`src/rtl/cintc_pkg.sv`:
```
package cintc_pkg;
  localparam int REG_W  = 8;
  localparam int ADDR_W = 3;

  typedef enum logic [ADDR_W-1:0] {
    OFF_L0_STAT  = 3'd0,
    OFF_L0_MASK  = 3'd1,
    OFF_L1_STAT  = 3'd2,
    OFF_L1_MASK  = 3'd3,
    OFF_MAP_STAT = 3'd4,
    OFF_MAPA_MSK = 3'd5,
    OFF_MAPB_MSK = 3'd6,
    OFF_TMR_CLR  = 3'd7
  } regOff_e;

  typedef struct packed {
    logic wrL0Mask;
    logic wrL1Mask;
    logic wrMapAMask;
    logic wrMapBMask;
    logic clrTimer;
  } ctrlStrobe_t;
endpackage

```
`src/rtl/cintc_sync.sv`:
```
module cintc_sync #(
  parameter int W      = 8,
  parameter int STAGES = 2
) (
  input  logic         clk,
  input  logic         rstN,
  input  logic [W-1:0] din,
  output logic [W-1:0] dout
);
  logic [W-1:0] pipe [STAGES];

  for (genvar g = 0; g < STAGES; g++) begin : gStage
    always_ff @(posedge clk or negedge rstN) begin
      if (!rstN) pipe[g] <= '0;
      else if (g == 0) pipe[g] <= din;
      else pipe[g] <= pipe[(g == 0) ? 0 : g-1];
    end
  end

  assign dout = pipe[STAGES-1];
endmodule

```
`src/rtl/cintc_ctrl.sv`:
```
module cintc_ctrl
  import cintc_pkg::*;
(
  input  logic [ADDR_W-1:0] regAddr,
  input  logic              regWrEn,
  output ctrlStrobe_t       strobe,
  output regOff_e           rdSel
);
  always_comb begin
    rdSel  = regOff_e'(regAddr);
    strobe = '0;
    if (regWrEn) begin
      unique case (rdSel)
        OFF_L0_MASK:  strobe.wrL0Mask   = 1'b1;
        OFF_L1_MASK:  strobe.wrL1Mask   = 1'b1;
        OFF_MAPA_MSK: strobe.wrMapAMask = 1'b1;
        OFF_MAPB_MSK: strobe.wrMapBMask = 1'b1;
        OFF_TMR_CLR:  strobe.clrTimer   = 1'b1;
        default:      strobe = '0;
      endcase
    end
  end
endmodule

```
`src/rtl/cintc_datapath.sv`:
```
module cintc_datapath
  import cintc_pkg::*;
#(
  parameter int SYNC_STAGES = 2,
  parameter int NUM_TIMERS  = 2,
  parameter int CASC0_BIT   = 7,
  parameter int CASC1_BIT   = 3,
  parameter int BUSY_BIT    = 6
) (
  input  logic                  clk,
  input  logic                  rstN,
  input  ctrlStrobe_t           strobe,
  input  regOff_e               rdSel,
  input  logic [REG_W-1:0]      wrData,
  input  logic [REG_W-1:0]      local0Src,
  input  logic [REG_W-1:0]      local1Src,
  input  logic [REG_W-1:0]      mapSrc,
  input  logic                  fifoBusy,
  input  logic [NUM_TIMERS-1:0] timerTc,
  output logic [REG_W-1:0]      rdData,
  output logic [1:0]            cpuIrq,
  output logic [NUM_TIMERS-1:0] timerFlag,
  output logic [REG_W-1:0]      l0Stat,
  output logic [REG_W-1:0]      l1Stat,
  output logic [REG_W-1:0]      mapStat,
  output logic [REG_W-1:0]      l0Mask,
  output logic [REG_W-1:0]      l1Mask,
  output logic [REG_W-1:0]      mapAMask,
  output logic [REG_W-1:0]      mapBMask
);
  localparam int SYNC_W = 3*REG_W + 1 + NUM_TIMERS;

  logic [SYNC_W-1:0]     syncOut;
  logic [REG_W-1:0]      l0Sync, l1Sync;
  logic                  busySync;
  logic [NUM_TIMERS-1:0] tcSync, tcPrev, tcRise;

  cintc_sync #(.W(SYNC_W), .STAGES(SYNC_STAGES)) uSync (
    .clk  (clk),
    .rstN (rstN),
    .din  ({timerTc, fifoBusy, mapSrc, local1Src, local0Src}),
    .dout (syncOut)
  );

  assign {tcSync, busySync, mapStat, l1Sync, l0Sync} = syncOut;

  always_comb begin
    l0Stat            = l0Sync;
    l0Stat[BUSY_BIT]  = busySync;
    l0Stat[CASC0_BIT] = |(mapStat & mapAMask);
    l1Stat            = l1Sync;
    l1Stat[CASC1_BIT] = |(mapStat & mapBMask);
  end

  always_ff @(posedge clk or negedge rstN) begin
    if (!rstN) begin
      l0Mask   <= '0;
      l1Mask   <= '0;
      mapAMask <= '0;
      mapBMask <= '0;
      tcPrev   <= '0;
    end else begin
      if (strobe.wrL0Mask)   l0Mask   <= wrData;
      if (strobe.wrL1Mask)   l1Mask   <= wrData;
      if (strobe.wrMapAMask) mapAMask <= wrData;
      if (strobe.wrMapBMask) mapBMask <= wrData;
      tcPrev <= tcSync;
    end
  end

  assign tcRise = tcSync & ~tcPrev;

  for (genvar t = 0; t < NUM_TIMERS; t++) begin : gTimer
    always_ff @(posedge clk or negedge rstN) begin
      if (!rstN) timerFlag[t] <= 1'b0;
      else if (tcRise[t]) timerFlag[t] <= 1'b1;
      else if (strobe.clrTimer && wrData[t]) timerFlag[t] <= 1'b0;
    end
  end

  assign cpuIrq[0] = |(l0Stat & l0Mask);
  assign cpuIrq[1] = |(l1Stat & l1Mask);

  always_comb begin
    rdData = '0;
    unique case (rdSel)
      OFF_L0_STAT:  rdData = l0Stat;
      OFF_L0_MASK:  rdData = l0Mask;
      OFF_L1_STAT:  rdData = l1Stat;
      OFF_L1_MASK:  rdData = l1Mask;
      OFF_MAP_STAT: rdData = mapStat;
      OFF_MAPA_MSK: rdData = mapAMask;
      OFF_MAPB_MSK: rdData = mapBMask;
      OFF_TMR_CLR:  rdData[NUM_TIMERS-1:0] = timerFlag;
      default:      rdData = '0;
    endcase
  end
endmodule

```
`src/rtl/cascade_intc.sv`:
```
module cascade_intc
  import cintc_pkg::*;
#(
  parameter int SYNC_STAGES = 2
) (
  input  logic              clk,
  input  logic              rstN,
  input  logic [2:0]        regAddr,
  input  logic              regWrEn,
  input  logic [7:0]        regWrData,
  output logic [7:0]        regRdData,
  input  logic [7:0]        local0Src,
  input  logic [7:0]        local1Src,
  input  logic [7:0]        mapSrc,
  input  logic              fifoBusy,
  input  logic [1:0]        timerTc,
  output logic [1:0]        cpuIrq,
  output logic [1:0]        timerIrq
);
  ctrlStrobe_t      strobe;
  regOff_e          rdSel;
  logic [REG_W-1:0] l0Stat, l1Stat, mapStat, l0Mask, l1Mask, mapAMask, mapBMask;

  cintc_ctrl uCtrl (
    .regAddr (regAddr),
    .regWrEn (regWrEn),
    .strobe  (strobe),
    .rdSel   (rdSel)
  );

  cintc_datapath #(.SYNC_STAGES(SYNC_STAGES), .NUM_TIMERS(2)) uDp (
    .clk       (clk),
    .rstN      (rstN),
    .strobe    (strobe),
    .rdSel     (rdSel),
    .wrData    (regWrData),
    .local0Src (local0Src),
    .local1Src (local1Src),
    .mapSrc    (mapSrc),
    .fifoBusy  (fifoBusy),
    .timerTc   (timerTc),
    .rdData    (regRdData),
    .cpuIrq    (cpuIrq),
    .timerFlag (timerIrq),
    .l0Stat    (l0Stat),
    .l1Stat    (l1Stat),
    .mapStat   (mapStat),
    .l0Mask    (l0Mask),
    .l1Mask    (l1Mask),
    .mapAMask  (mapAMask),
    .mapBMask  (mapBMask)
  );
endmodule

```
`config.mk`:
```
export PLATFORM = sky130hd
export DESIGN_NAME = cascade_intc
export DESIGN_NICKNAME = d
export VERILOG_FILES = /design/src/rtl/cintc_pkg.sv /design/src/rtl/cintc_sync.sv /design/src/rtl/cintc_ctrl.sv /design/src/rtl/cintc_datapath.sv /design/src/rtl/cascade_intc.sv
export SDC_FILE = /design/constraint.sdc
export NUM_CORES = 1
export LEC_CHECK = 0
export ABC_AREA = 1
export ABC_CLOCK_PERIOD_IN_PS = 1700
export BUFFER_PORTS_ARGS = -buffer_cell sky130_fd_sc_hd__buf_2
export CAP_MARGIN = 40
export CORE_AREA = 2 2 96 98
export CTS_CLUSTER_DIAMETER = 120
export DETAILED_ROUTE_END_ITERATION = 16
export DIE_AREA = 0 0 98 100
export SETUP_SLACK_MARGIN = 0.1
export SYNTH_ARGS = -nofsm -noshare
export SYNTH_HDL_FRONTEND = slang
export SYNTH_SLANG_ARGS = --single-unit
```
`constraint.sdc`:
```
create_clock -name clk -period 1.7 [get_ports clk]
set_input_delay 0.17 -clock clk [delete_from_list [all_inputs] [get_ports clk]]
set_output_delay 0.17 -clock clk [all_outputs]
set_load 0.02 [all_outputs]
```
After elaboration in Yosys (flattened, before gate mapping)
Cells that the tools add are included.
{ "totals": {"input_bits": 41, "regBits": 90} }
{ "classes": {"muxes": 12, "reduce_logical": 9, "n_bitwise": 6, "eq_ne": 7} }
{ "ops": {"columns": ["operator", "count"], "rows": [
  ["6-bit case mux with 7 select lines", 1],
  ["8-bit bitwise AND", 4],
  ["8-bit OR reduction", 4],
  ["2-bit case mux with 8 select lines", 1],
  ["3-bit == test (second input constant)", 4],
  ["1-bit two-way mux", 9],
  ["3-bit by 2-bit == test with 1-bit output (second input constant)", 2],
  ["5-bit two-way mux", 1],
  ["2-bit nonzero test", 2],
  ["3-bit by 1-bit == test with 1-bit output (second input constant)", 1],
  ["3-bit logical NOT", 1],
  ["2-bit bitwise AND", 1],
  ["1-bit logical AND", 2],
  ["2-bit NOT", 1]
]} }

Longest topological paths before layout
{ "logic_depth": {"word_depth": 6, "mapped_depth": 7} }

By module
Synthesis repeated with hierarchy kept, for this count alone.
{ "hier_totals": {"cells_unflattened": 374, "hier_area_um2": 3771.1} }
{ "modules_own_cells": {"columns": ["module", "seq_area_each_um2", "cells_each", "area_each_um2", "instances"], "rows": [
  ["cintc_datapath", 900.9, 277, 2145.8, 1],
  ["cintc_sync", 1351.3, 81, 1554.0, 1],
  ["cintc_ctrl", 0.0, 16, 71.3, 1]
]} }

Worst setup path before layout
No wires, ideal clock.
{ "synth_timing": {"kind": "input to output", "from": "input regAddr[1]", "to": "output regRdData[0]", "path_slack_ps": 500, "required_time_ps": 1530, "path_buffers": 1, "arrival_ps": 1030, "path_stages": 6, "path_cell_list": "buf_4 > nor2_2 > nand2_1 > inv_1 > nand2_1 > nand3_1"} }
{ "synth_between": {"elab_chain_len": 2, "word_cells_on_any_way": 9} }
{ "synth_lines": {"columns": ["element", "line", "source"], "rows": [
  ["from (decl)", "cascade_intc.sv:8", "input logic [2:0] regAddr,"],
  ["3-bit == test, or another cell as far along", "cintc_datapath.sv:86", "unique case (rdSel)"],
  ["2-bit case mux with 8 select lines *", "cintc_datapath.sv:86", null],
  ["to (decl)", "cascade_intc.sv:11", "output logic [7:0] regRdData,"]
]} }
Every way passes the cells marked *; elsewhere a longest branch is shown, timed or not.

Worst setup path in the final report
{ "layout_timing": {"from": "register uDp.mapAMask[1]", "to": "output regRdData[7]"} }
{ "layout_between": {"elab_chain_len": 3} }
{ "layout_lines": {"columns": ["element", "line", "source"], "rows": [
  ["from (decl)", "cintc_datapath.sv:28", "output logic [REG_W-1:0] mapAMask,"],
  ["from (signal assigned)", "cintc_datapath.sv:65", "if (strobe.wrMapAMask) mapAMask <= wrData;"],
  ["8-bit bitwise AND", "cintc_datapath.sv:50", "l0Stat[CASC0_BIT] = |(mapStat & mapAMask);"],
  ["8-bit OR reduction", "cintc_datapath.sv:50", null],
  ["6-bit case mux with 7 select lines", "cintc_datapath.sv:86", null]
]} }
No other way between the ends.

==> run summary <==
Syn_area_per_cell: 9.438 um^2
TritonCTS clock tree: done
Overflow after GRT: 0
Tcrit/Tclk final: 0.9433
Clock slew seen by the registers of the worst setup and hold paths: 0.09 ns
Post-DP HPWL: 5524 um
Leak: 2.197 nW
N_diodes: 0
Synth Area in Compound Gates: 0.06023
Cell count after synthesis: 361
Post-Syn Area: 3407 um^2
Routed vias: 2703
Fin crit period: 1.604 ns
Sequential area share after synthesis: 0.6170
Max Clk Rate: 623.6 MHz
Area of placed instances: 3820 um^2
Max-slew violation count: 0
Vias per Instance: 4.793
Number of CTS-inserted buffers: 9
Worst Reg2Reg Path Length in Cells: 3
Adder-cell share of the synthesized area: 0
Reg-to-reg slack, setup: 0.92 ns
Post-route cell area: 4345 um^2
Required time of the critical path: 1.53 ns
Die X: 98 um
Reg2reg end: uDp.mapAMask[5]$_DFFE_PN0P_
Crit path kind: flip-flop to output pin
CTS Root Cell: clkbuf_8
ANT nets after route: 0
Post-synthesis xor/xnor area fraction: 0
Clk sinks: 84
Post-synthesis mux area share: 0
Vias in the first global route: 2676
Setup TNS: 0 ns
Initial antenna violation count: 0
Crit. Startpoint: uDp.mapAMask[1]$_DFFE_PN0P_
Status: complete, no violations
Final wirelength: 7773 um
Hold Crit Class: input pin to flip-flop
Worst hold slack: 0.1074 ns
H-tree levels: 3
Final core occ: 0.4888
Final GP Congestion: 0.8696
# IOs: 53
Max-Cap Viols: 0
Initial detailed-routing violation count: 140
Largest net degree at the start of global routing: 57
Synthesis-to-layout area growth: 27.54%
Netlist cell types: 24
CP max FO: 3
CP endpoint: regRdData[7]
Clk_skew: 0.009429 ns
Post-synthesis net count: 402
Core Rows: 35
Slew @ Worst Pin: 0.4220 ns
Detailed Routing Iterations Pass 1: 4
CP Capture Type: output pin
Nets: 489
Port bufs: 49
Final setup vio count: 0
DRC Markers: 0
Synth Area in Simple Gates: 0.2732
Crit start category: flip-flop
Main combinational cell family by area after synthesis: simple AND/OR/NAND/NOR gates
Die Area: 9800 um^2
Bufs on Longest Clock Path: 2
Slew headroom: 0.7180
RSZ-0062 raised after global routing: yes
Total GRT Usage: 0.1728
First-pass GRT wire length: 13010 um
Critical Path AT: 1.43 ns
Synth Warn #: 0
Skew-Pair Late Insertion Delay: 0.36 ns
Power Density: 1018 nW/um^2
Max VDD drop: 476.1 uV
Core ar.: 8890 um^2
Synthesized flop and latch total: 84
Die height: 100 um
Hold path start: regWrData[1]
Avg WL per Cell: 13.78 um
Final hold violations: 0
Reg2reg start: uDp.mapAMask[5]$_DFFE_PN0P_
Initial Utilization: 0.3833
Total power draw: 4.425 mW
Layout cells sized above 1: 0.2428
## kinds of logic after synthesis
family / Yosys count
AOI/OAI and AO/OA: 35
DFF: 84
and+or+nand+nor: 206
buffers and inverters: 36
## cell usage after synthesis
library cell | count | area share
buf_6 | 2 | 0.0066
buf_4 | 1 | 0.0022
dfrtp_1 | 84 | 0.62
nor2_2 | 1 | 0.0018
o21ai_2 | 8 | 0.021
o21ai_0 | 2 | 0.0029
a21oi_1 | 1 | 0.0015
nand4_1 | 15 | 0.028
nand4_2 | 1 | 0.0037
nand2_1 | 122 | 0.13
nor2_1 | 27 | 0.030
clkbuf_1 | 1 | 0.0011
nand3_1 | 30 | 0.044
nor3_2 | 1 | 0.0029
nand3_2 | 2 | 0.0059
nand2_2 | 2 | 0.0037
inv_1 | 21 | 0.023
nor2_8 | 2 | 0.012
inv_4 | 2 | 0.0037
o21ai_1 | 24 | 0.035
inv_2 | 1 | 0.0011
nor3_1 | 2 | 0.0029
nor3_4 | 1 | 0.0048
buf_2 | 8 | 0.012
## cell type report
| cell class | count | area [um^2] |
|---|---|---|
| Sequential cell | 84 | 2102 |
| Inverter | 24 | 97.59 |
| Clock buffer | 12 | 155.1 |
| Clock inverter | 4 | 23.77 |
| Multi-Input combinational cell | 241 | 1175 |
| Timing Repair Buffer | 88 | 653.1 |
| Fill cell | 845 | 4544 |
| Tap cell | 111 | 138.9 |
## placed cells by master (no fill, tap or decap)
master / n
a21oi_1: 1
buf_12: 2
buf_2: 44
buf_4: 13
buf_6: 4
clkbuf_1: 1
clkbuf_8: 11
clkinv_2: 3
clkinv_4: 1
dfrtp_1: 84
dlygate4sd3_1: 25
inv_1: 21
inv_4: 3
nand2_1: 117
nand2_2: 7
nand3_1: 28
nand3_2: 4
nand4_1: 15
nand4_2: 1
nor2_1: 23
nor2_2: 5
nor2_8: 2
nor3_1: 2
nor3_4: 2
o21ai_0: 1
o21ai_1: 25
o21ai_2: 8
## report_power, final
| part | switching [mW] | total [mW] | internal, mW |
|---|---|---|---|
| Sequential | 0.151 | 2.35 | 2.20 |
| Combinational | 0.442 | 0.773 | 0.331 |
| Clock | 0.692 | 1.30 | 0.607 |
| Total | 1.29 | 4.42 | 3.14 |
## worst max-delay path, stage by stage, from the launching register on
cell	delay, ns
dfrtp_1	0.42
nand2_1	0.08
nand2_1	0.07
nor2_2	0.12
nand2_2	0.08
nand2_2	0.07
nand3_2	0.09
buf_6	0.15
## routing by layer
layer / GRT usage / share of wire / up-vias
met1: 0.2345 / 0.46 / 1287
met5: 0 / 0 / -
li1: - / - / 1334
met4: 0.07372 / 0.027 / 0
met2: 0.2692 / 0.47 / 66
met3: 0.03900 / 0.042 / 16
## per-stage QoR
step | instances | setup WS (ns)
final | 564 | 0.09636
after global routing | 564 | 0.02015
after CTS | 561 | 0.09561
after detailed placement | 519 | 0.1769
after global placement | 519 | 0.2025
after floorplan | 361 | 0.5001
## state kept, by name (all words and copies together), names as in the netlist
register and cells:
uDp.uSync.dout 24, uDp.uSync.pipe 24, uDp.l0Mask 8, uDp.l1Mask 8, uDp.mapAMask 8, uDp.mapBMask 8, uDp.tcPrev 2, uDp.timerFlag 2
## how the worst min path moves through the flow
stage,end,cells past startpoint
final,uDp.timerFlag[1]$_DFFE_PN0P_,4
after global routing,uDp.timerFlag[0]$_DFFE_PN0P_,4
after CTS,uDp.timerFlag[0]$_DFFE_PN0P_,4
after detailed placement,uDp.uSync.dout[16]$_DFF_PN0_,2
after global placement,uDp.uSync.dout[25]$_DFF_PN0_,2
after floorplan,uDp.l0Mask[0]$_DFFE_PN0P_,0
## timing repair
action / 4_1_cts / 5_1_grt
pin swaps: 4 / 7
gates resized for setup: 6 / 17
setup endpoints to repair: 3 / 8
hold endpoints to repair: 108 / 0
setup buffers: 1 / 3
hold buffers: 25 / 0
Note: power is estimated with default switching activity, not from simulation.
